$ cat config.mk
export PLATFORM = sky130hd
export DESIGN_NAME = spc_req_pulse
export DESIGN_NICKNAME = d
export VERILOG_FILES = /design/src/rtl/spc_pkg.sv /design/src/rtl/spc_line_sync.sv /design/src/rtl/spc_pulse_timer.sv /design/src/rtl/spc_reject_flag.sv /design/src/rtl/spc_req_pulse.sv
export SDC_FILE = /design/constraint.sdc
export NUM_CORES = 1
export LEC_CHECK = 0
export BUFFER_PORTS_ARGS = -buffer_cell sky130_fd_sc_hd__buf_2
export CAP_MARGIN = 20
export CORE_MARGIN = 2
export CORE_UTILIZATION = 55
export CTS_CLUSTER_DIAMETER = 50
export DETAILED_ROUTE_END_ITERATION = 12
export PLACE_DENSITY = 0.81
export REMOVE_ABC_BUFFERS = 1
export SLEW_MARGIN = 30
export SYNTH_ARGS = -nofsm -noshare
export SYNTH_HDL_FRONTEND = slang
export SYNTH_SLANG_ARGS = --single-unit
$ cat constraint.sdc
create_clock -name clk -period 4.75 [get_ports clk]
set_input_delay 0.95 -clock clk [delete_from_list [all_inputs] [get_ports clk]]
set_output_delay 0.95 -clock clk [all_outputs]
set_load 0.01 [all_outputs]
$ cat src/rtl/spc_pkg.sv
// Shared types for the request pulse controller.
package spc_pkg;
    // Sequencer states: wait for the duty count, drive low, one release clock.
    typedef enum logic [1:0] {
        ST_IDLE = 2'd0,
        ST_WAIT = 2'd1,
        ST_LOW  = 2'd2,
        ST_REL  = 2'd3
    } spc_state_t;
endpackage

$ cat src/rtl/spc_line_sync.sv
// Synchronizes the raw data line with two flops and decides bus idle.
// Assumes: idle_thr is stable while in use; busy comes from the sequencer.
// Idle = not busy and at least idle_thr (>=1) consecutive high samples.
module spc_line_sync #(
    parameter int IDLE_W = 4
) (
    input  logic              clk,
    input  logic              rst_n,
    input  logic              line_raw,
    input  logic              busy,
    input  logic [IDLE_W-1:0] idle_thr,
    output logic              line_idle
);
    localparam logic [IDLE_W-1:0] HCNT_MAX = {IDLE_W{1'b1}};

    logic              sync1, sync2;
    logic [IDLE_W-1:0] high_cnt;

    // Two-flop synchronizer; reset treats the line as low.
    always_ff @(posedge clk) begin
        if (!rst_n) begin
            sync1 <= 1'b0;
            sync2 <= 1'b0;
        end else begin
            sync1 <= line_raw;
            sync2 <= sync1;
        end
    end

    // Saturating count of consecutive high samples, cleared by low or busy.
    always_ff @(posedge clk) begin
        if (!rst_n || busy || !sync2)
            high_cnt <= '0;
        else if (high_cnt != HCNT_MAX)
            high_cnt <= high_cnt + 1'b1;
    end

    // Idle decode from the run length.
    always_comb begin
        line_idle = !busy && (high_cnt != '0) && (high_cnt >= idle_thr);
    end

    // idle only follows a high synchronized sample.
    p_idle_after_high_r7: assert property (@(posedge clk) disable iff (!rst_n)
        line_idle |-> $past(sync2));
endmodule

$ cat src/rtl/spc_pulse_timer.sv
// Single-shot pulse sequencer. Counts clocks from acceptance: the line is
// driven low from count duty to count period, then one release clock keeps
// edge detection off. Assumes duty/period are stable while busy.
module spc_pulse_timer
    import spc_pkg::*;
#(
    parameter int CNT_W = 8
) (
    input  logic             clk,
    input  logic             rst_n,
    input  logic             enable,
    input  logic             start,
    input  logic [CNT_W-1:0] duty,
    input  logic [CNT_W-1:0] period,
    output logic             drive_low,
    output logic             gate_open,
    output logic             rx_rst,
    output logic             busy
);
    spc_state_t       state;
    logic [CNT_W-1:0] cnt;
    logic             shape_ok;

    // A usable window needs a non-zero delay shorter than the period.
    always_comb begin
        shape_ok = (duty != '0) && (duty < period);
    end

    // Sequencer; a cleared enable aborts at once.
    always_ff @(posedge clk) begin
        if (!rst_n || !enable) begin
            state <= ST_IDLE;
            cnt   <= '0;
        end else begin
            unique case (state)
                ST_IDLE: if (start && shape_ok) begin
                    state <= ST_WAIT;
                    cnt   <= {{(CNT_W-1){1'b0}}, 1'b1};
                end
                ST_WAIT: begin
                    if (cnt == duty) state <= ST_LOW;
                    cnt <= cnt + 1'b1;
                end
                ST_LOW: begin
                    if (cnt == period) state <= ST_REL;
                    else               cnt   <= cnt + 1'b1;
                end
                ST_REL: state <= ST_IDLE;
                default: state <= ST_IDLE;
            endcase
        end
    end

    // Output decode from the state register.
    always_comb begin
        drive_low = (state == ST_LOW);
        rx_rst    = (state == ST_LOW);
        gate_open = (state == ST_IDLE) || (state == ST_WAIT);
        busy      = (state != ST_IDLE);
    end

    // a cleared enable leaves the line released on the next clock.
    p_abort_releases_r9: assert property (@(posedge clk) disable iff (!rst_n)
        !enable |=> !drive_low && !busy);
    // a degenerate window never leaves idle.
    p_degenerate_stays_r3: assert property (@(posedge clk) disable iff (!rst_n)
        (state == ST_IDLE) && start && ((duty == '0) || (duty >= period)) |=> !busy);
    // the low window lies strictly after the delay and within the period.
    p_low_window_r2: assert property (@(posedge clk) disable iff (!rst_n)
        drive_low |-> (cnt > duty) && (cnt <= period));
    // edge detection is still off the clock after a normal release.
    p_gate_after_release_r5: assert property (@(posedge clk) disable iff (!rst_n)
        $fell(drive_low) && $past(enable) |-> !gate_open);
endmodule

$ cat src/rtl/spc_reject_flag.sv
// Sticky flag for refused triggers; a set in the same clock as a clear wins.
module spc_reject_flag (
    input  logic clk,
    input  logic rst_n,
    input  logic set,
    input  logic clr,
    output logic flag
);
    // Hold the flag until an explicit clear.
    always_ff @(posedge clk) begin
        if (!rst_n)   flag <= 1'b0;
        else if (set) flag <= 1'b1;
        else if (clr) flag <= 1'b0;
    end

    // the flag does not drop without a clear.
    p_reject_sticky_r8: assert property (@(posedge clk) disable iff (!rst_n)
        flag && !clr |=> flag);
endmodule

$ cat src/rtl/spc_req_pulse.sv
// Top of the request pulse controller. Accepts a trigger only when enabled
// and the bus is idle, runs the single-shot sequencer and flags refusals.
// Assumes line_in is the raw pin level (open-drain bus with a pull-up).
module spc_req_pulse #(
    parameter int CNT_W  = 8,
    parameter int IDLE_W = 4
) (
    input  logic              clk,
    input  logic              rst_n,
    input  logic              enable,
    input  logic              trigger,
    input  logic              clr_reject,
    input  logic [CNT_W-1:0]  duty_cnt,
    input  logic [CNT_W-1:0]  period_cnt,
    input  logic [IDLE_W-1:0] idle_thr,
    input  logic              line_in,
    output logic              line_drive_en,
    output logic              edge_gate,
    output logic              rx_reset,
    output logic              line_idle,
    output logic              busy,
    output logic              trig_rejected
);
    logic accept, refuse;

    // Trigger qualification against enable and bus idle.
    always_comb begin
        accept = enable && trigger && line_idle;
        refuse = enable && trigger && !line_idle;
    end

    spc_line_sync #(.IDLE_W(IDLE_W)) sync_i (
        .clk       (clk),
        .rst_n     (rst_n),
        .line_raw  (line_in),
        .busy      (busy),
        .idle_thr  (idle_thr),
        .line_idle (line_idle)
    );

    spc_pulse_timer #(.CNT_W(CNT_W)) timer_i (
        .clk       (clk),
        .rst_n     (rst_n),
        .enable    (enable),
        .start     (accept),
        .duty      (duty_cnt),
        .period    (period_cnt),
        .drive_low (line_drive_en),
        .gate_open (edge_gate),
        .rx_rst    (rx_reset),
        .busy      (busy)
    );

    spc_reject_flag reject_i (
        .clk   (clk),
        .rst_n (rst_n),
        .set   (refuse),
        .clr   (clr_reject),
        .flag  (trig_rejected)
    );

    // a pulse only ever starts from an idle bus with enable set.
    p_start_from_idle_r8: assert property (@(posedge clk) disable iff (!rst_n)
        $rose(busy) |-> $past(line_idle) && $past(enable));
    // a trigger while disabled never sets the rejection flag.
    p_disabled_no_flag_r1: assert property (@(posedge clk) disable iff (!rst_n)
        !enable && !trig_rejected |=> !trig_rejected);
endmodule

# ---- After elaboration in Yosys (flattened, before gate mapping)
# Index checks and enable logic that the tools add are counted.
dict set report op_classes {
  n_addsub 2
  magnitude_cmp 2
  eq_ne 10
  muxes 9
  reduce_logical 24
}
# operator n
set op_table {}
lappend op_table {{$pmux W8 S3} 1}
lappend op_table {{$eq A8 B8 Y1} 2}
lappend op_table {{$mux W8} 2}
lappend op_table {{$add A8 B1 Y8 const B} 1}
lappend op_table {{$lt A8 B8 Y1} 1}
lappend op_table {{$pmux W2 S4} 1}
lappend op_table {{$reduce_bool A8 Y1} 1}
lappend op_table {{$logic_and A1 B1 Y1} 7}
lappend op_table {{$mux W2} 3}
lappend op_table {{$ne A2 B1 Y1 const B} 3}
lappend op_table {{$reduce_and A3 Y1} 2}
lappend op_table {{$logic_not A1 Y1} 5}
lappend op_table {{$add A4 B1 Y4 const B} 1}
lappend op_table {{$eq A2 B2 Y1 const B} 2}
lappend op_table {{$ge A4 B4 Y1} 1}
lappend op_table {{$logic_or A1 B1 Y1} 4}
lappend op_table {{$ne A4 B4 Y1 const B} 1}
lappend op_table {{$reduce_bool A2 Y1} 2}
lappend op_table {{$reduce_bool A4 Y1} 1}
lappend op_table {{$reduce_bool A3 Y1} 1}
lappend op_table {{$eq A2 B1 Y1 const B} 1}
lappend op_table {{$logic_not A2 Y1} 1}
lappend op_table {{$mux W1} 2}
lappend op_table {{$ne A2 B2 Y1 const B} 1}
dict set report word_totals {
  regBits 17
  inputBits 26
  output_inout_bits 6
  word_cells 53
}

# ---- Depth between registers and ports, before layout
dict set report depth {
  depth_word 8
  mapped_depth 9
  ltp_nobuf 8
}

# ---- Cells and area by module
# A second synthesis with hierarchy kept.
dict set report unflattened {
  hier_cells 167
  area_unflattened_um2 1371.3
}
# module n_inst cells_each area_each_um2 seq_area_each_um2
set modules_own_cells {}
lappend modules_own_cells {spc_pulse_timer 1 122 964.7 200.2}
lappend modules_own_cells {spc_line_sync 1 40 349.1 120.1}
lappend modules_own_cells {spc_reject_flag 1 3 41.3 20.0}
lappend modules_own_cells {spc_req_pulse 1 2 16.3 0.0}

# ---- Least setup slack after synthesis
# Ideal clock, no wire load.
dict set report synth_timing {
  path_kind {input to output}
  from {in idle_thr[0]}
  to {out line_idle}
  arrival_ns 1.695
  t_required_ns 3.800
  path_slack_ns 2.105
  stages 4
  n_path_buf 0
  path_cell_list {ha_1 nor3b_1 o21ai_0 and2_1}
}
dict set report synth_between {
  elab_chain_len 2
}
# element line
set synth_rtl {}
lappend synth_rtl {{start: declaration} spc_req_pulse.sv:15} ;# input logic [IDLE_W-1:0] idle_thr,
lappend synth_rtl {{$ge A4 B4 Y1} spc_line_sync.sv:40} ;# line_idle = !busy && (high_cnt != '0) && (high_cnt >= idle_thr);
lappend synth_rtl {{$logic_and A1 B1 Y1} spc_line_sync.sv:40}
lappend synth_rtl {{end: declaration} spc_req_pulse.sv:20} ;# output logic line_idle,
# Every way passes these cells.

# ---- Final worst setup path
# Same ends and word-level chain as after synthesis.

==> results.txt <==
Slowest-stage cell, CP -> ha_1
clock network power share -> 29.5%
outcome -> completed
Worst R2R End -> timer_i.cnt[7]
Critical Path RT -> 3.80 ns
DP Worst Slack -> 1.63 ns
Final WS setup -> 1.80 ns
Starting Density -> 58.2%
synth top area cells -> dfxtp_1, ha_1, xor2_1
Power Density -> 167 nW/µm²
Post-Syn Area -> 1440 µm²
Final Setup Violations -> 0
ys flop type -> dfxtp_1
count of final hold-check violations -> 0
Max-Slew Margin vs Limit -> 58.4%
detailed-router iteration count before antenna repair -> 4
CP Launch Point -> idle_thr[0]
CP max stage delay -> 0.27 ns
grt total ovfl -> 0
Post-CTS Setup Bufs -> 0
sw frac -> 26.6%
Leak Pwr -> 0.758 nW
CTS tree -> done
Setup crit start kind -> primary input
register bit total from synthesis -> 17
logic gate share of total power -> 16.8%
drc violations -> 0
largest net degree at the start of global routing -> 15
Synth top area share -> 23.6%
Placement Rows -> 18
Initial DRC Count -> 19
Final min period -> 2.95 ns
Vias -> 1,326
CP arrival -> 2.00 ns
hold depth -> 1
CP max FO -> 2
synth warn -> 0
final period utilization -> 62.1%
Bufs on Longest Clock Path -> 2
Reg-to-Reg Start -> sync_i.high_cnt[0]
# diodes -> 0
Layout Area Growth over Synthesis -> 11.9%
Post-CTS Hold Buffers -> 0
Die Width -> 55.2 µm
Max IR drop VDD -> 140 µV
Buffers on Ports -> 31
WL/cell -> 14.0 µm
critical path type -> in2out
Pins Over Slew Limit -> 0
HPWL Detailed -> 2.63 mm
post-CTS resize count -> 0
CP delay by family, top -> simple AND/OR/NAND/NOR gates
Seq/Total Area, Yosys -> 23.6%
initial antenna violation count -> 0
Clock Tree Root -> clkbuf_4
flop-to-flop setup slack -> 2.36 ns
Post-Route Setup TNS -> 0 ns
switching power total -> 71.8 µW
EDFF count, synth -> 0
Slew @ Worst Pin -> 0.621 ns
Vias/cell -> 5.77
Async SR Flop Fraction -> 0%
first-pass GRT wire length -> 4.82 mm
CP Cell Sequence -> buf_2 -> ha_1 -> nor3b_1 -> o21ai_0 -> and2_1 -> buf_2
Gate Count Post-Synth -> 172
count leader, synth -> ha_1
die area -> 3050 µm²
Internal Power -> 198 µW
Die Span Y -> 55.2 µm
layout cells sized above 1 -> 21.0%
GP Congestion -> 0.846
H-tree depth -> 1
unrepaired setup endpoints after global routing -> false
Tot GR Track Use -> 22.3%
worst hold path class -> reg2reg
Synth Area per Inst -> 8.38 µm²
clock skew -> 0.00455 ns
Critical Path Most Common Cell -> buf_2
nets -> 246
critical path depth in cells -> 6
Routed Antenna Nets -> 0
final core occ -> 65.1%
core area -> 2480 µm²
Yosys top cell by area -> dfxtp_1
total routed wirelength -> 3.22 mm
crit path capture -> line_idle
Critical Path End Type -> output pin
Synth top cells by count -> ha_1, dfxtp_1, inv_1, xor2_1, nand2_1
I/O pin total -> 32
library cells used by synthesis -> 41
R2R depth -> 8
FMAX -> 339 MHz
MaxCap Viol Count -> 0
vias in the first global route -> 1,204
clk_lat worst skew -> 0.30 ns
Buf/Inv on CP -> 2
Sequential Power Share -> 53.6%
CTS Buf Count -> 3
CTS clk-pin slew, worst paths -> 0.09 ns
TritonCTS Sinks -> 17
-- flip-flops by register name, indices dropped and copies added, names as in the netlist --
name	cells
timer_i.cnt	8
sync_i.high_cnt	4
timer_i.state	2
reject_i.flag	1
sync_i.sync1	1
sync_i.sync2	1
-- worst register-to-register path: stages (launching register included) --
cell	delay, ns
dfxtp_1	0.43
inv_1	0.09
ha_1	0.28
nor3b_1	0.04
o21ai_0	0.24
o211a_1	0.24
a31oi_2	0.26
or4b_1	0.58
a31oi_1	0.17
-- power by group through the flow --
stage | clock (mW) | combinational [mW] | sequential, mW
after detailed placement | 0 | 0.0453 | 0.148
final | 0.0796 | 0.0455 | 0.145
after floorplan | 0 | 0.0241 | 0.148
after global routing | 0.0870 | 0.0512 | 0.145
after CTS | 0.0796 | 0.0455 | 0.145
after global placement | 0 | 0.0433 | 0.148
-- cell type report --
class | count | area (µm²)
multi-input combinational | 132 | 993
fill | 210 | 865
sequential | 17 | 340
timing repair buffer | 31 | 155
inverter | 16 | 60.1
tap | 30 | 37.5
clock buffer | 4 | 26.3
-- routing by layer --
| layer | vias to the layer above | GRT usage [%] | share of wire [%] |
|---|---|---|---|
| met3 | 7 | 2.42 | 4.7 |
| met4 | 0 | 7.32 | 1.3 |
| li1 | 665 | - | - |
| met5 | - | 0 | 0 |
| met1 | 617 | 24.6 | 44 |
| met2 | 37 | 43.7 | 50 |
-- placed cells by master, fill, tap and decap left out, types with 4 or more instances in the layout --
cell / count
buf_2: 31
ha_1: 19
dfxtp_1: 17
inv_1: 16
xor2_1: 16
nand2_1: 14
nand3_1: 11
nor2_1: 8
and2_1: 6
o21ai_0: 5
a31oi_1: 5
nor4_1: 4
-- through the flow --
| step | hold slack [ns] | total power [mW] | instance area, µm² | cells |
|---|---|---|---|---|
| floorplan | 0.412 | 0.172 | 1390 | 165 |
| global route | 0.485 | 0.283 | 1610 | 230 |
| CTS | 0.469 | 0.270 | 1610 | 230 |
| finish | 0.465 | 0.270 | 1610 | 230 |
| detailed placement | 0.445 | 0.193 | 1580 | 226 |
| global placement | 0.416 | 0.191 | 1580 | 226 |
-- cell families after synthesis --
| group | Yosys count | synth area share (%) |
|---|---|---|
| xor+xnor | 17 | 10.3 |
| simple gates | 60 | 23.8 |
| buf+inv | 23 | 7.90 |
| fa+ha+maj | 19 | 16.5 |
| flops | 17 | 23.6 |
| mux | 3 | 2.08 |
| compound gates | 33 | 15.8 |
-- worst min path at each step --
stage                      start      endpoint  slack [ns]
detailed placement  sync_i.sync1  sync_i.sync2        0.44
global route        sync_i.sync1  sync_i.sync2        0.48
finish              sync_i.sync1  sync_i.sync2        0.47
global placement    sync_i.sync1  sync_i.sync2        0.42
CTS                 sync_i.sync1  sync_i.sync2        0.47
floorplan           sync_i.sync1  sync_i.sync2        0.41
No activity file was read; power rests on OpenSTA's default activity.
